--- src/rtl/icap_pkg.sv ---
package icap_pkg;

  typedef enum logic [1:0] {
    ESEL_OFF  = 2'b00,
    ESEL_RISE = 2'b01,
    ESEL_FALL = 2'b10,
    ESEL_BOTH = 2'b11
  } esel_e;

  // Qualified transition for a given select, previous and current level.
  function automatic logic edge_hit(input logic [1:0] sel, input logic prev,
                                    input logic cur);
    logic rise, fall;
    rise = cur & ~prev;
    fall = prev & ~cur;
    case (sel)
      ESEL_RISE: edge_hit = rise;
      ESEL_FALL: edge_hit = fall;
      ESEL_BOTH: edge_hit = rise | fall;
      default:   edge_hit = 1'b0;
    endcase
  endfunction

endpackage

--- src/rtl/icap_edge_det.sv ---
module icap_edge_det
  import icap_pkg::*;
#(
  parameter int SYNC_STAGES = 2
) (
  input  logic       clk,
  input  logic       rst_n,
  input  logic       pin_in,
  input  logic [1:0] edge_sel,
  output logic       edge_act
);
  localparam int LAST = SYNC_STAGES - 1;

  logic [SYNC_STAGES-1:0] sync_q;
  logic                   prev_q;
  logic                   det;
  logic                   edge_q;

  generate
    for (genvar s = 0; s < SYNC_STAGES; s++) begin : g_sync
      if (s == 0) begin : g_first
        always_ff @(posedge clk or negedge rst_n)
          if (!rst_n) sync_q[0] <= 1'b0;
          else        sync_q[0] <= pin_in;
      end else begin : g_next
        always_ff @(posedge clk or negedge rst_n)
          if (!rst_n) sync_q[s] <= 1'b0;
          else        sync_q[s] <= sync_q[s-1];
      end
    end
  endgenerate

  assign det = edge_hit(edge_sel, prev_q, sync_q[LAST]);

  always_ff @(posedge clk or negedge rst_n) begin
    if (!rst_n) begin
      prev_q <= 1'b0;
      edge_q <= 1'b0;
    end else begin
      prev_q <= sync_q[LAST];
      edge_q <= det;
    end
  end

  assign edge_act = edge_q;

  // a registered edge was qualified by a live select.
  a_r1_edge_needs_select: assert property (@(posedge clk) disable iff (!rst_n)
    edge_q |-> ($past(edge_sel) != ESEL_OFF));

endmodule

--- src/rtl/icap_regs.sv ---
module icap_regs
  import icap_pkg::*;
#(
  parameter int CW = 16
) (
  input  logic          clk,
  input  logic          rst_n,
  input  logic          edge_act,
  input  logic [CW-1:0] cnt_in,
  input  logic [1:0]    edge_sel,
  input  logic          buf_en,
  input  logic          nowr_en,
  input  logic          rd_cap,
  input  logic          rd_hold,
  output logic [CW-1:0] cap_q,
  output logic [CW-1:0] hold_q,
  output logic          take_first,
  output logic          take_shift,
  output logic          take_plain
);
  logic cap_full_q, hold_full_q, pair_lock_q;
  logic act, locked, take, both_empty;
  logic cap_full_rd, hold_full_rd;

  assign act          = edge_act && (edge_sel != ESEL_OFF);
  assign both_empty   = !cap_full_q && !hold_full_q;
  assign locked       = nowr_en && (buf_en ? pair_lock_q : cap_full_q);
  assign take         = act && !locked;
  assign take_first   = take && buf_en && both_empty;
  assign take_shift   = take && buf_en && !both_empty;
  assign take_plain   = take && !buf_en;
  assign cap_full_rd  = cap_full_q && !rd_cap;
  assign hold_full_rd = hold_full_q && !rd_hold;

  always_ff @(posedge clk or negedge rst_n) begin
    if (!rst_n) begin
      cap_q <= '0;
      hold_q <= '0;
    end else if (take_shift) begin
      hold_q <= cap_q;
      cap_q  <= cnt_in;
    end else if (take_first || take_plain) begin
      cap_q  <= cnt_in;
    end
  end

  always_ff @(posedge clk or negedge rst_n) begin
    if (!rst_n) begin
      cap_full_q  <= 1'b0;
      hold_full_q <= 1'b0;
      pair_lock_q <= 1'b0;
    end else if (edge_sel == ESEL_OFF) begin
      cap_full_q  <= 1'b0;
      hold_full_q <= 1'b0;
      pair_lock_q <= 1'b0;
    end else if (take_shift) begin
      cap_full_q  <= 1'b1;
      hold_full_q <= 1'b1;
      pair_lock_q <= 1'b1;
    end else begin
      cap_full_q  <= cap_full_rd || take_first || take_plain;
      hold_full_q <= hold_full_rd;
      if (!cap_full_rd && !hold_full_rd) pair_lock_q <= 1'b0;
    end
  end

  // disabling leaves both registers marked empty.
  a_r2_off_marks_empty: assert property (@(posedge clk) disable iff (!rst_n)
    (edge_sel == ESEL_OFF) |=> (!cap_full_q && !hold_full_q));

  // a priming edge loads the counter and keeps the holding register.
  a_r3_first_loads: assert property (@(posedge clk) disable iff (!rst_n)
    take_first |=> ((cap_q == $past(cnt_in)) && $stable(hold_q)));

  // a second edge shifts the older stamp behind the new one.
  a_r4_shift_order: assert property (@(posedge clk) disable iff (!rst_n)
    take_shift |=> ((hold_q == $past(cap_q)) && (cap_q == $past(cnt_in))));

  // frozen registers ignore edges.
  a_r5_lock_freezes: assert property (@(posedge clk) disable iff (!rst_n)
    (act && locked) |=> ($stable(cap_q) && $stable(hold_q)));

  // unbuffered capture never touches the holding register.
  a_r9_plain_keeps_hold: assert property (@(posedge clk) disable iff (!rst_n)
    take_plain |=> $stable(hold_q));

endmodule

--- src/rtl/icap_flag.sv ---
module icap_flag (
  input  logic clk,
  input  logic rst_n,
  input  logic set_req,
  input  logic clr_req,
  output logic flag_q
);
  always_ff @(posedge clk or negedge rst_n) begin
    if (!rst_n)       flag_q <= 1'b0;
    else if (set_req) flag_q <= 1'b1;
    else if (clr_req) flag_q <= 1'b0;
  end

  // setting beats a coincident clear.
  a_r7_set_wins: assert property (@(posedge clk) disable iff (!rst_n)
    set_req |=> flag_q);

  // a lone clear drops the flag.
  a_r7_clear_drops: assert property (@(posedge clk) disable iff (!rst_n)
    (clr_req && !set_req) |=> !flag_q);

endmodule

--- src/rtl/icap_buffered_chan.sv ---
module icap_buffered_chan
  import icap_pkg::*;
#(
  parameter int CW          = 16,
  parameter int SYNC_STAGES = 2
) (
  input  logic          clk,
  input  logic          rst_n,
  input  logic          pin_in,
  input  logic [CW-1:0] cnt_in,
  input  logic [1:0]    edge_sel,
  input  logic          buf_en,
  input  logic          nowr_en,
  input  logic          rd_cap,
  input  logic          rd_hold,
  input  logic          flag_clr,
  output logic [CW-1:0] cap_val,
  output logic [CW-1:0] hold_val,
  output logic          flag_out
);
  logic edge_act;
  logic take_first, take_shift, take_plain;
  logic flag_set;

  icap_edge_det #(.SYNC_STAGES(SYNC_STAGES)) u_det (
    .clk      (clk),
    .rst_n    (rst_n),
    .pin_in   (pin_in),
    .edge_sel (edge_sel),
    .edge_act (edge_act)
  );

  icap_regs #(.CW(CW)) u_regs (
    .clk        (clk),
    .rst_n      (rst_n),
    .edge_act   (edge_act),
    .cnt_in     (cnt_in),
    .edge_sel   (edge_sel),
    .buf_en     (buf_en),
    .nowr_en    (nowr_en),
    .rd_cap     (rd_cap),
    .rd_hold    (rd_hold),
    .cap_q      (cap_val),
    .hold_q     (hold_val),
    .take_first (take_first),
    .take_shift (take_shift),
    .take_plain (take_plain)
  );

  assign flag_set = take_shift || take_plain;

  icap_flag u_flag (
    .clk     (clk),
    .rst_n   (rst_n),
    .set_req (flag_set),
    .clr_req (flag_clr),
    .flag_q  (flag_out)
  );

  // a priming edge alone never raises the flag.
  a_r3_first_no_flag: assert property (@(posedge clk) disable iff (!rst_n)
    (take_first && !flag_out) |=> !flag_out);

  // a shift always leaves the flag raised.
  a_r4_shift_flags: assert property (@(posedge clk) disable iff (!rst_n)
    take_shift |=> flag_out);

endmodule

--- config.mk ---
export PLATFORM = sky130hd
export DESIGN_NAME = icap_buffered_chan
export DESIGN_NICKNAME = d
export VERILOG_FILES = /design/src/rtl/icap_pkg.sv /design/src/rtl/icap_edge_det.sv /design/src/rtl/icap_regs.sv /design/src/rtl/icap_flag.sv /design/src/rtl/icap_buffered_chan.sv
export SDC_FILE = /design/constraint.sdc
export NUM_CORES = 1
export LEC_CHECK = 0
export BUFFER_PORTS_ARGS = -buffer_cell sky130_fd_sc_hd__buf_4
export CORE_ASPECT_RATIO = 0.6
export CORE_MARGIN = 2
export CORE_UTILIZATION = 42
export DETAILED_ROUTE_END_ITERATION = 12
export PLACE_DENSITY = 0.7
export SYNTH_ARGS = -nofsm -noshare
export SYNTH_HDL_FRONTEND = slang
export SYNTH_SLANG_ARGS = --single-unit
--- constraint.sdc ---
create_clock -name clk -period 1.75 [get_ports clk]
set_input_delay 0.35 -clock clk [delete_from_list [all_inputs] [get_ports clk]]
set_output_delay 0.35 -clock clk [all_outputs]
set_load 0.005 [all_outputs]
== Yosys cells after proc, flatten, opt, wreduce, memory -nomap -nowiden ==
Cells that the tools add are included.

* Bits of input ports: 26
* Bits in registers: 40
* Output and inout bits: 33
* Word-level logic and storage cells: 60

* Equal/unequal tests: 3
* Muxes and demuxes: 13
* Bitwise operators: 5
* Reduce and logical (&&, ||, !) cells: 29

{| class="wikitable"
|+ Operator list
! cell !! count
|-
| 2-to-1 mux 16 bit || 2
|-
| logical AND 1 bit || 11
|-
| 2-to-1 mux 1 bit || 10
|-
| zero test 1 bit || 9
|-
| nonzero test 2 bit || 3
|-
| equality test 2 bit, second input constant || 2
|-
| logical OR 1 bit || 4
|-
| one-hot mux 1 bit (3 select lines) || 1
|-
| nonzero test 3 bit || 1
|-
| bitwise AND 1 bit || 2
|-
| equality test 2 x 1 -> 1 bit, second input constant || 1
|-
| zero test 2 bit || 1
|-
| inverter 1 bit || 2
|-
| OR 1 bit || 1
|}

== Depth between registers and ports, before layout ==
* Depth in word-level cells: 10
* Gate-level depth with buffers: 5
* Depth with buffers taken out: 5

== Cells and area by module ==
Synthesis repeated with hierarchy kept, for this count alone.

* Cells, all modules: 103
* Area total of the unflattened synthesis: 1634.1 µm²

{| class="wikitable"
|+ Modules (own cells, without submodules)
! module !! instances !! seq. area each (µm²) !! cells each !! area an instance (µm²)
|-
| icap_regs || 1 || 875.8 || 86 || 1432.6
|-
| icap_edge_det || 1 || 100.1 || 13 || 158.9
|-
| icap_flag || 1 || 25.0 || 3 || 36.3
|-
| icap_buffered_chan || 1 || 0.0 || 1 || 6.3
|}

== Least setup slack after synthesis ==
OpenSTA, ideal clock, no wires.

* Kind: register to register
* From: register u_regs.cap_full_q
* To: register u_regs.hold_q[0]
* Period minus slack after synthesis: 1.585 ns
* Buffers on the path: 1
* Slack: 0.165 ns
* Cell stages (with the launch flop): 5
* Arrival: 1.460 ns
* Library setup time: 0.125 ns
* Data required time: 1.625 ns
* Path through: dfrtp_1 -> nor2_1 -> a2111oi_4 -> buf_6 -> mux2_2

* Longest elaborated chain between the ends: 6
* Elaborated cells between the ends (all ways): 9
* Those cells by class: mux: 1; reduce/logical: 8

{| class="wikitable"
|+ RTL lines
! element !! RTL line !! RTL
|-
| start, declared || icap_regs.sv:21 || <nowiki>logic cap_full_q, hold_full_q, pair_lock_q;</nowiki>
|-
| start signal, assigned || icap_regs.sv:61 || <nowiki>cap_full_q <= cap_full_rd || take_first || take_plain;</nowiki>
|-
| 2-to-1 mux 1 bit || icap_regs.sv:27 || <nowiki>assign locked = nowr_en && (buf_en ? pair_lock_q : cap_full_q);</nowiki>
|-
| logical AND 1 bit || icap_regs.sv:27 ||
|-
| zero test 1 bit || icap_regs.sv:28 || <nowiki>assign take = act && !locked;</nowiki>
|-
| logical AND 1 bit || icap_regs.sv:28 ||
|-
| logical AND 1 bit || icap_regs.sv:30 || <nowiki>assign take_shift = take && buf_en && !both_empty;</nowiki>
|-
| logical AND 1 bit (*) || icap_regs.sv:30 ||
|-
| end signal, assigned || icap_regs.sv:40 || <nowiki>hold_q <= cap_q;</nowiki>
|-
| end, declared || icap_regs.sv:16 || <nowiki>output logic [CW-1:0] hold_q,</nowiki>
|}

Mark *: on every way between the ends. The rest lies on a longest branch, timed or not.
A chain may end at the register's enable or synchronous reset.

== Final worst setup path ==
* From: register u_regs.cap_full_q
* To: register u_regs.hold_q[11]

The elaborated chain is that of the path after synthesis.

==> impl_results.md <==
- Via Count: 1053
- Synth cell types: 20
- CP peak stage delay: 390 ps
- Largest net degree at the start of global routing: 41
- First-pass GRT wire length: roughly 5300 um
- Die height: just over 50 um
- Mean Syn Cell Area: around 15 sq um
- Post-layout instance area: roughly 2200 sq um
- Startpoint Class: register
- Worst-path cell chain: nor2_1 -> a2111oi_4 -> buf_12 -> mux2_2
- Worst Setup Path Type: register to register
- Sequential share of the synthesized area: 63.2%
- Synth Net Count: 131
- Hold Crit Class: input pin to async pin
- CP max FO: 16
- Area of the multi-input gates: approximately 540 sq um
- Initial antenna violation count: 0
- Synth Register Bits: 40
- Slew margin rel.: 67.7%
- CTS Hold Buffers Added: 0
- Largest family of logic cells by synthesized area: multiplexers
- Die Wd: 83.3 um
- Reg2Reg Setup Slack: between 200 and 250 ps
- WP depth: 4
- Pwr Density: around 1300 nW/um^2
- Root Driver: clkbuf_8
- Slowest-stage cell, CP: dfrtp_1
- Share of cells above drive strength 1: 61.7%
- Setup crit start: u_regs.cap_full_q$_DFF_PN0_
- Clock sink total: 40
- Final setup viols: 0
- Post-Synth Simple-Gate Area: roughly 2.0%
- Clock transition at path regs: 70 ps
- Full die area: around 4300 sq um
- Final hold violations: 0
- P&R area growth vs syn: 38.3%
- Ant. Diodes: 0
- CTS Buf Count: 5
- # fillers: around 300
- CTS Buffer Depth: 2
- Vias per Instance: between 4 and 5
- Most frequent cells in the layout: buf_4 (58), dfrtp_1 (40), mux2_2 (32)
- Slew @ Worst Pin: between 400 and 500 ps
- Ranking of synthesized cells by area: dfrtp_1 (63%), mux2_2 (23%), a2111oi_4 (1.7%), ha_1 (1.6%), inv_1 (1.4%)
- Worst reg2reg endpoint: u_regs.hold_q[11]$_DFFE_PN0P_
- Leak: between 1 and 1.5 nW
- Cell count after synthesis: around 100
- Worst path bufs/invs: 1
- Most common cell after layout, fill and taps aside: buf_4
- WP data arrival: roughly 1700 ps
- Final GP Congestion: roughly 0.71
- Synthesized area: between 1500 and 2000 sq um
- Post-Route WL: between 3000 and 4000 um
- Global-route usage over all layers: between 15 and 20%
- Initial core utilization: a little over two fifths
- GRT overflow: 0
- Outcome: finished clean
- WL/cell: about 15 um
- # rows: 17
- Worst Setup EP: u_regs.hold_q[11]$_DFFE_PN0P_
- Worst-Skew Late Latency: 290 ps
- Final Util: between 60% and 70%
- Critical Path RT: 1930 ps
- First-pass DRT Iterations: 3
- Post_cts resized: 0
- DR iter-0 viols: 16
- Final period utilization: around nine tenths
- RSZ-0062 raised after global routing: false
- Ys Warns: 0
- Final Skew: 3.48 ps
- Complex-gate fraction of the synthesized area: roughly 6.9%
- Post-synthesis xor/xnor area fraction: 0%
- Largest delay share family, worst path: flip-flops
- Setup TNS: 0 ps
- CP endpoint kind: register
- R2r startpoint: u_regs.cap_full_q$_DFF_PN0_
- Total of max-cap violations: 0
- DR DRC count: 0
- Final count of pins violating max slew: 0
- Final ANT Viol Nets: 0
- I/O pin count: 59
- VDD IR-drop max: between 0.7 and 0.8 mV
- # nets final: 195
- Post-synthesis mux area share: 23.4%
- Register area: roughly 1000 sq um
- Fmax: about 650 MHz
- Placed cell area: approximately 2100 sq um
- CTS tree: yes
- Post-synth top area share: 63.2%
- Min Tclk post-route: approximately 1500 ps
- Cell taking the most area after synthesis: dfrtp_1
- Post CTS Setup Buffer Count: 0
- FF-to-FF path depth: 4
- Hpwl dp: 2420 um
- Synth Area in Adders: under 10%
- Buffers added on ports: between 50 and 60
- Core footprint: roughly 3600 sq um
- H-tree depth: 2
- Number of global-route vias before repair: approximately 1100
state kept, by name (all words and copies together), names as in the netlist:
signal and cells:
u_regs.cap_full_q 1, u_det.edge_act 1, u_flag.flag_q 1, u_regs.hold_full_q 1
u_det.prev_q 1, u_regs.pair_lock_q 1, u_regs.hold_q 16, u_det.sync_q 2
u_regs.cap_q 16
power breakdown:
part / switching [W] / total, W / internal [W]
clock: 0.000291 / 0.000642 / 0.000351
combinational: 0.000268 / 0.000852 / 0.000584
sequential: 0.000190 / 0.00140 / 0.00121
total: 0.000749 / 0.00289 / 0.00214
metrics by stage:
| stage | hold slack [ps] | instances | setup WS, ps | power [W] |
|---|---|---|---|---|
| 6_report | 19.6 | 214 | 209 | 0.00289 |
| 5_1_grt | 52.3 | 214 | 132 | 0.00309 |
| 4_1_cts | 32.2 | 214 | 199 | 0.00294 |
| 3_5_place_dp | 347 | 207 | 191 | 0.00228 |
| 3_3_place_gp | 332 | 207 | 224 | 0.00225 |
| 2_1_floorplan | 54.4 | 103 | 165 | 0.00169 |
cells in the mapped netlist:
library cell,instances
buf_4,1
mux2_2,32
ha_1,2
o21ai_2,1
buf_2,1
nand2_1,3
a21oi_1,3
o21ai_0,2
a2111o_1,1
buf_6,1
inv_1,6
a21bo_2,1
mux2i_1,1
a22o_1,1
a2111oi_4,1
o21ba_2,1
dfrtp_1,40
nand2b_1,2
nor2_1,2
o211ai_1,1
logic make-up (layout without fill, tap and decap cells):
logic type | count (synthesis) | after routing
compound gates | 12 | 12
fa+ha+maj | 2 | 2
buf+inv | 9 | 73
flops | 40 | 40
mux | 33 | 33
simple gates | 7 | 7
cell type report:
type / count / share of cell area [%]
flip-flops and latches: 40 / 45.7
multi-input cells: 54 / 24.5
repair buffers: 60 / 21.7
clock buffers: 7 / 4.40
well taps: 47 / 2.69
inverters: 6 / 1.03
worst reg2reg max path: stages, from the launching register on:
cell and delay, ps:
dfrtp_1 390, nor2_1 110, a2111oi_4 390, buf_12 200, mux2_2 340
worst min path at each step:
| stage | from | endpoint |
|---|---|---|
| 3_5_place_dp | rst_n | u_regs.hold_q[15]$_DFFE_PN0P_ |
| 3_3_place_gp | u_det.sync_q[0]$_DFF_PN0_ | u_det.sync_q[1]$_DFF_PN0_ |
| 5_1_grt | rst_n | u_regs.cap_q[11]$_DFFE_PN0P_ |
| 4_1_cts | rst_n | u_regs.hold_q[15]$_DFFE_PN0P_ |
| 2_1_floorplan | rst_n | u_det.edge_act$_DFF_PN0_ |
| 6_report | rst_n | u_regs.hold_q[15]$_DFFE_PN0P_ |
routing by layer:
metal | track usage (%) | share of wire, %
met1 | 19.1 | 42
met3 | 7.94 | 8.5
met4 | 8.20 | 1.6
met5 | 0 | 0
met2 | 28.1 | 48
No activity file was read; power rests on OpenSTA's default activity.
